### src/rtl/cit_pkg.sv
package cit_pkg;
  // Default geometry of the timer register file
  localparam int unsigned CIT_ADDR_W = 16;
  localparam int unsigned CIT_DATA_W = 8;
  localparam int unsigned CIT_CNT_W  = 16;
  localparam logic [15:0] CIT_BASE   = 16'h4100;
  localparam int unsigned CIT_SYNC_STAGES = 2;

  // True when a byte-wide bus value is all zeros
  function automatic logic cit_is_zero(input logic [CIT_DATA_W-1:0] v);
    return (v == '0);
  endfunction
endpackage

### src/rtl/cit_rst_sync.sv
module cit_rst_sync #(
  parameter int unsigned STAGES = 2
) (
  input  logic clk,
  input  logic rst_n_async,
  output logic rst_n_sync
);
  logic [STAGES-1:0] chain_q;
  logic [STAGES-1:0] chain_d;

  always_comb begin
    chain_d = {chain_q[STAGES-2:0], 1'b1};
  end

  always_ff @(posedge clk or negedge rst_n_async) begin
    if (!rst_n_async) begin
      chain_q <= '0;
    end else begin
      chain_q <= chain_d;
    end
  end

  assign rst_n_sync = chain_q[STAGES-1];
endmodule

### src/rtl/cit_regdec.sv
module cit_regdec #(
  parameter int unsigned ADDR_W = 16,
  parameter int unsigned DATA_W = 8,
  parameter int unsigned BYTES  = 2,
  parameter logic [ADDR_W-1:0] BASE = 16'h4100
) (
  input  logic [ADDR_W-1:0] addr,
  input  logic [DATA_W-1:0] wdata,
  input  logic              we,
  output logic [BYTES-1:0]  byte_we,
  output logic              ctl_wr,
  output logic              ctl_zero
);
  // Byte k of the counter sits at BASE + k; the top byte doubles as control
  for (genvar k = 0; k < BYTES; k++) begin : g_sel
    localparam logic [ADDR_W-1:0] K_ADDR = BASE + ADDR_W'(k);
    assign byte_we[k] = we && (addr == K_ADDR);
  end

  always_comb begin
    ctl_wr   = byte_we[BYTES-1];
    ctl_zero = ctl_wr && (wdata == '0);
  end
endmodule

### src/rtl/cit_counter.sv
module cit_counter #(
  parameter int unsigned CNT_W  = 16,
  parameter int unsigned DATA_W = 8
) (
  input  logic                   clk,
  input  logic                   rst_n,
  input  logic [CNT_W/DATA_W-1:0] byte_we,
  input  logic [DATA_W-1:0]      wdata,
  input  logic                   run_en,
  input  logic                   tick,
  output logic [CNT_W-1:0]       count,
  output logic                   wrap
);
  localparam int unsigned BYTES = CNT_W / DATA_W;

  logic [CNT_W-1:0] load_val;
  logic [CNT_W-1:0] count_d;
  logic             any_we;
  logic             step;

  // Per-byte merge of written data with the held value
  for (genvar b = 0; b < BYTES; b++) begin : g_byte
    assign load_val[b*DATA_W +: DATA_W] =
      byte_we[b] ? wdata : count[b*DATA_W +: DATA_W];
  end

  always_comb begin
    any_we  = |byte_we;
    step    = run_en && tick && !any_we;
    wrap    = step && (&count);
    count_d = count;
    if (any_we) begin
      count_d = load_val;
    end else if (step) begin
      count_d = count + CNT_W'(1);
    end
  end

  always_ff @(posedge clk or negedge rst_n) begin
    if (!rst_n) begin
      count <= '0;
    end else if (any_we || step) begin
      count <= count_d;
    end
  end


  idle_hold_chk: assert property (@(posedge clk) disable iff (!rst_n)
    (!(|byte_we) && !(run_en && tick)) |=> (count == $past(count)));


  step_inc_chk: assert property (@(posedge clk) disable iff (!rst_n)
    (run_en && tick && !(|byte_we)) |=> (count == CNT_W'($past(count) + CNT_W'(1))));


  write_wins_chk: assert property (@(posedge clk) disable iff (!rst_n)
    (byte_we[0] && tick) |=> (count[DATA_W-1:0] == $past(wdata)));
endmodule

### src/rtl/cit_ctl.sv
module cit_ctl (
  input  logic clk,
  input  logic rst_n,
  input  logic ctl_wr,
  input  logic ctl_zero,
  input  logic wrap,
  output logic run_en,
  output logic irq
);
  logic run_en_d;
  logic irq_d;

  always_comb begin
    run_en_d = run_en;
    irq_d    = irq;
    if (ctl_wr) begin
      run_en_d = !ctl_zero;
      if (ctl_zero) begin
        irq_d = 1'b0;
      end
    end else if (wrap) begin
      irq_d = 1'b1;
    end
  end

  always_ff @(posedge clk or negedge rst_n) begin
    if (!rst_n) begin
      run_en <= 1'b0;
      irq    <= 1'b0;
    end else begin
      run_en <= run_en_d;
      irq    <= irq_d;
    end
  end


  zero_ack_chk: assert property (@(posedge clk) disable iff (!rst_n)
    ctl_zero |=> (!irq && !run_en));


  nonzero_arm_chk: assert property (@(posedge clk) disable iff (!rst_n)
    (ctl_wr && !ctl_zero) |=> run_en);


  wrap_raise_chk: assert property (@(posedge clk) disable iff (!rst_n)
    wrap |=> irq);


  irq_sticky_chk: assert property (@(posedge clk) disable iff (!rst_n)
    (irq && !ctl_zero) |=> irq);
endmodule

### src/rtl/cyc_irq_timer.sv
module cyc_irq_timer
  import cit_pkg::*;
#(
  parameter int unsigned ADDR_W = CIT_ADDR_W,
  parameter int unsigned DATA_W = CIT_DATA_W,
  parameter int unsigned CNT_W  = CIT_CNT_W,
  parameter logic [ADDR_W-1:0] BASE = CIT_BASE,
  parameter int unsigned SYNC_STAGES = CIT_SYNC_STAGES
) (
  input  logic              clk,
  input  logic              reset_n,
  input  logic [ADDR_W-1:0] cpu_addr,
  input  logic [DATA_W-1:0] cpu_wdata,
  input  logic              cpu_we,
  input  logic              m2_rise,
  output logic              irq
);
  localparam int unsigned BYTES = CNT_W / DATA_W;

  logic             rst_n;
  logic [BYTES-1:0] byte_we;
  logic             ctl_wr;
  logic             ctl_zero;
  logic             run_en;
  logic             wrap;
  logic [CNT_W-1:0] count;

  cit_rst_sync #(.STAGES(SYNC_STAGES)) u_rst (
    .clk(clk), .rst_n_async(reset_n), .rst_n_sync(rst_n)
  );

  cit_regdec #(.ADDR_W(ADDR_W), .DATA_W(DATA_W), .BYTES(BYTES), .BASE(BASE)) u_dec (
    .addr(cpu_addr), .wdata(cpu_wdata), .we(cpu_we),
    .byte_we(byte_we), .ctl_wr(ctl_wr), .ctl_zero(ctl_zero)
  );

  cit_counter #(.CNT_W(CNT_W), .DATA_W(DATA_W)) u_cnt (
    .clk(clk), .rst_n(rst_n), .byte_we(byte_we), .wdata(cpu_wdata),
    .run_en(run_en), .tick(m2_rise), .count(count), .wrap(wrap)
  );

  cit_ctl u_ctl (
    .clk(clk), .rst_n(rst_n), .ctl_wr(ctl_wr), .ctl_zero(ctl_zero),
    .wrap(wrap), .run_en(run_en), .irq(irq)
  );


  low_write_keeps_state_chk: assert property (@(posedge clk) disable iff (!rst_n)
    (byte_we[0] && !ctl_wr) |=> (run_en == $past(run_en) && irq == $past(irq)));


  decode_strobe_chk: assert property (@(posedge clk) disable iff (!rst_n)
    (!cpu_we || (cpu_addr != BASE && cpu_addr != BASE + ADDR_W'(1))) |=> (run_en == $past(run_en)));
endmodule

### config.mk
export PLATFORM = sky130hd
export DESIGN_NAME = cyc_irq_timer
export DESIGN_NICKNAME = d
export VERILOG_FILES = /design/src/rtl/cit_pkg.sv /design/src/rtl/cit_rst_sync.sv /design/src/rtl/cit_regdec.sv /design/src/rtl/cit_counter.sv /design/src/rtl/cit_ctl.sv /design/src/rtl/cyc_irq_timer.sv
export SDC_FILE = /design/constraint.sdc
export NUM_CORES = 1
export LEC_CHECK = 0
export BUFFER_PORTS_ARGS = -buffer_cell sky130_fd_sc_hd__buf_2
export CAP_MARGIN = 10
export CORE_UTILIZATION = 47
export CTS_CLUSTER_SIZE = 24
export DETAILED_ROUTE_END_ITERATION = 7
export GPL_ROUTABILITY_DRIVEN = 0
export PLACE_DENSITY = 0.71
export SLEW_MARGIN = 40
export SYNTH_ARGS = -nofsm -noshare
export SYNTH_HDL_FRONTEND = slang
export SYNTH_SLANG_ARGS = --single-unit
### constraint.sdc
create_clock -name clk -period 0.8 [get_ports clk]
set_input_delay 0.08 -clock clk [delete_from_list [all_inputs] [get_ports clk]]
set_output_delay 0.08 -clock clk [all_outputs]
set_load 0.02 [all_outputs]
==> reports/qor.csv <==
stage,metric,value,unit
logic_synthesis,ys_async_sr_fraction,1.00,
placed_design,placed_cells_incl_taps,242,
sta,finalCritPeriodShare,2.09,
final_layout,flow.area_growth_from_synthesis,75.6,%
clocking,clock_slew_at_reported_path_ffs,0.13,ns
route,drt_iter0_drc,181,
floorplan,floorplan.initialDensity,0.494,
route,1st_pass_router_iterations,5,
logic_synthesis,synth_edf_count,0,
route,route.detailed.wl_per_inst,20.9,microns
logic_synthesis,ys.warnings.count,0,
placed_design,dp_hpwl,2960,microns
route,dr_wl_met2,2680,microns
route,routed_wirelength,5400,microns
final_layout,finalNonFillerCells,258,
logic_synthesis,ys_top_cells_by_area,"dfrtp_1 (41%), nand2_1 (4.9%), nor2_1 (4.0%), nand4_1 (3.6%), nor4_4 (3.5%)",
logic_synthesis,synthDominantCellAreaShare,0.409,
global_routing,residual_overflow_from_global_routing,0,
placed_design,placement.setup.worst_slack,-1.15,ns
route,remaining_drc_errors,0,
logic_synthesis,synthesis.area,0.00122,sq mm
final_layout,layout_commonest_cell,buf_4,
setup_path,worst_path_arrival_time,1.89,ns
final_layout,final_cell_mix,"buf_4 (54), buf_2 (25), dfrtp_1 (20)",
outcome,failing_checks,setup timing,
clocking,clock_latency_of_the_later_clocked_register_in_the_worst_skew_pair,0.31,ns
sta,max_freq,0.598,GHz
route,met1Wirelength,1830,microns
clocking,clockRootBuffer,clkbuf_4,
sta,final-max-slew-violation-count,0,
final_layout,final_design_instance_area_without_fill,0.00215,sq mm
route,vias_per_cell,6.53,
clocking,number_of_buffers_created_by_cts,3,
setup_path,required,1.01,ns
final_layout,num-fill-cells,115,
final_layout,layout-drive-gt1-share,0.618,
global_routing,grt_start_max_net_pins,12,
route,via_count,1686,
floorplan,core.rowCount,18,
sta,grt_setup_unrepaired,yes,
floorplan,die_height,53.1,microns
sta,timing_worst_slew_pin_value,0.487,ns
logic_synthesis,synth_sequential_area_ratio,0.409,
logic_synthesis,synth_top_area_cell,dfrtp_1,
run,max_cap_viol_count,0,
placed_design,port_buffers,28,
route,route.top_layer_used,met4,
setup_path,timing.critical_path.fanout_max,4,
logic_synthesis,synth_nets,162,
sta,post_route_clock_skew,0.00370,ns
sta,final_critical_path_setup_slack,-0.874,ns
power,post-layout-total-power,1.88,mW
floorplan,die_area,0.00281,sq mm
logic_synthesis,synth.lib_cells_used.distinct,41,
global_routing,first_global_vias,1466,
floorplan,fp.coreArea,0.00248,sq mm
setup_path,critPathKind,register to register,
floorplan,dieWidth,53.1,microns
hold_path,timing.hold.worst.class,primary input to async pin,
global_routing,grt.total_usage,0.330,
final_layout,design.final.nets,258,
clocking,cts_tree,yes,
logic_synthesis,synth_top_flop_cell,dfrtp_1,
final_layout,antenna_cells_inserted,0,
global_routing,grt_pass1_wl,6630,microns
setup_path,critPathCaptureType,register,
sta,hold_viol,0,
sta,max_slew_margin,0.673,
sta,finalCriticalPeriod,1.67,ns
power,ir_worst_vdd,1.15,mV
sta,worst_hold_slack,0.0823,ns
global_routing,grt_antenna_before_repair,0,
sta,report.final.setup_viol,19,
logic_synthesis,synth-seq-cells,20,
route,drt.antenna.violating_nets,0,
outcome,run_status,"complete, but fails checks",
route,met3WireLength,573,microns
floorplan,num_ports,29,
setup_path,worst_setup_path_start_kind,register,
clocking,clock_path_buffers,2,
logic_synthesis,postSynthAreaPerCell,9.21,sq um
clocking,number_of_h_tree_branching_levels,1,
power,power.leakage,1.03,nW
power,powerDensity,876,mW/mm^2
logic_synthesis,synth_cells,133,
clocking,clock_sink_count,20,
placed_design,instance_area_at_placement,0.00180,sq mm
## final timing paths
kind                                        from               end  slack [ns]  cells past startpoint
worst max register to register      u_ctl.run_en   u_cnt.count[15]       -0.87                      5
worst min register to register  u_rst.chain_q[1]    u_cnt.count[0]        0.19                      1
worst min-delay path                     reset_n  u_rst.chain_q[0]        0.08                      2
max in group asynchronous       u_rst.chain_q[1]    u_cnt.count[3]        0.46                      1
min in group clk                    cpu_wdata[5]    u_cnt.count[5]        0.12                      3
worst max-delay path                u_ctl.run_en   u_cnt.count[15]       -0.87                      5
## where the power goes
group | internal [mW] | switching [mW]
sequential | 1.02 | 0.00404
clock | 0.278 | 0.353
combinational | 0.127 | 0.104
## cell usage after synthesis (all sizes together) (2+ instances only)
cell type and instances:
or4b 2, mux2i 3, dfrtp 20, nand3 7, nor3 7, and4 2, buf 2, a21oi 7
or4 3, a221o 3, inv 3, nand4 7, nor2 14, a311oi 3, nor4 7, o21ai 8
nand2 16, o21a 2
## state kept, by name, summed over array words and instances, names as in the netlist
register,count
u_cnt.count,16
u_rst.chain_q,2
u_ctl.run_en,1
u_ctl.irq,1
## metal layers
layer  GRT usage  vias to the layer above
li1            -                      707
met4       0.136                        0
met3      0.0489                       52
met1       0.405                      791
met5           0                        -
met2       0.570                      136
## per-stage QoR
stage	utilization	setup TNS [ns]
4_1_cts	0.810	-13.01
5_1_grt	0.868	-15.07
3_3_place_gp	0.725	-19.23
6_report	0.868	-14.34
3_5_place_dp	0.725	-19.79
2_1_floorplan	-	-16.84
## final cells by class
cell class / instances / area [sq um] / area share
timing repair buffer: 93 / 687 / 0.319
inverter: 3 / 11.3 / 0.00524
sequential: 20 / 500 / 0.233
multi-input combinational: 108 / 878 / 0.408
clock buffer: 4 / 36.3 / 0.0169
tap: 30 / 37.5 / 0.0175
## logic make-up after synthesis
group / share of synthesized area
AOI/OAI and AO/OA: 0.176
xor gates and xnor gates: 0.00715
adders and majority gates: 0.0102
buffers and inverters: 0.0306
DFF: 0.409
muxes: 0.0245
other: 0.00306
and+or+nand+nor: 0.340
## critical path: stages (launching register included)
cell,delay (ns)
dfrtp_1,0.44
nand2_1,0.14
nor4_4,0.34
nand4_1,0.20
o32a_1,0.34
o21a_1,0.11
## timing repair
action / 4_1_cts / 5_1_grt
setup endpoints to repair: 19 / 19
hold buffers: 1 / 0
gates resized for setup: 27 / 27
pin swaps: 12 / 12
endpoints found under the hold margin: 2 / 0
setup buffers: 6 / 4
cloned: 1 / 0
Power figures use the tool's default switching activity.
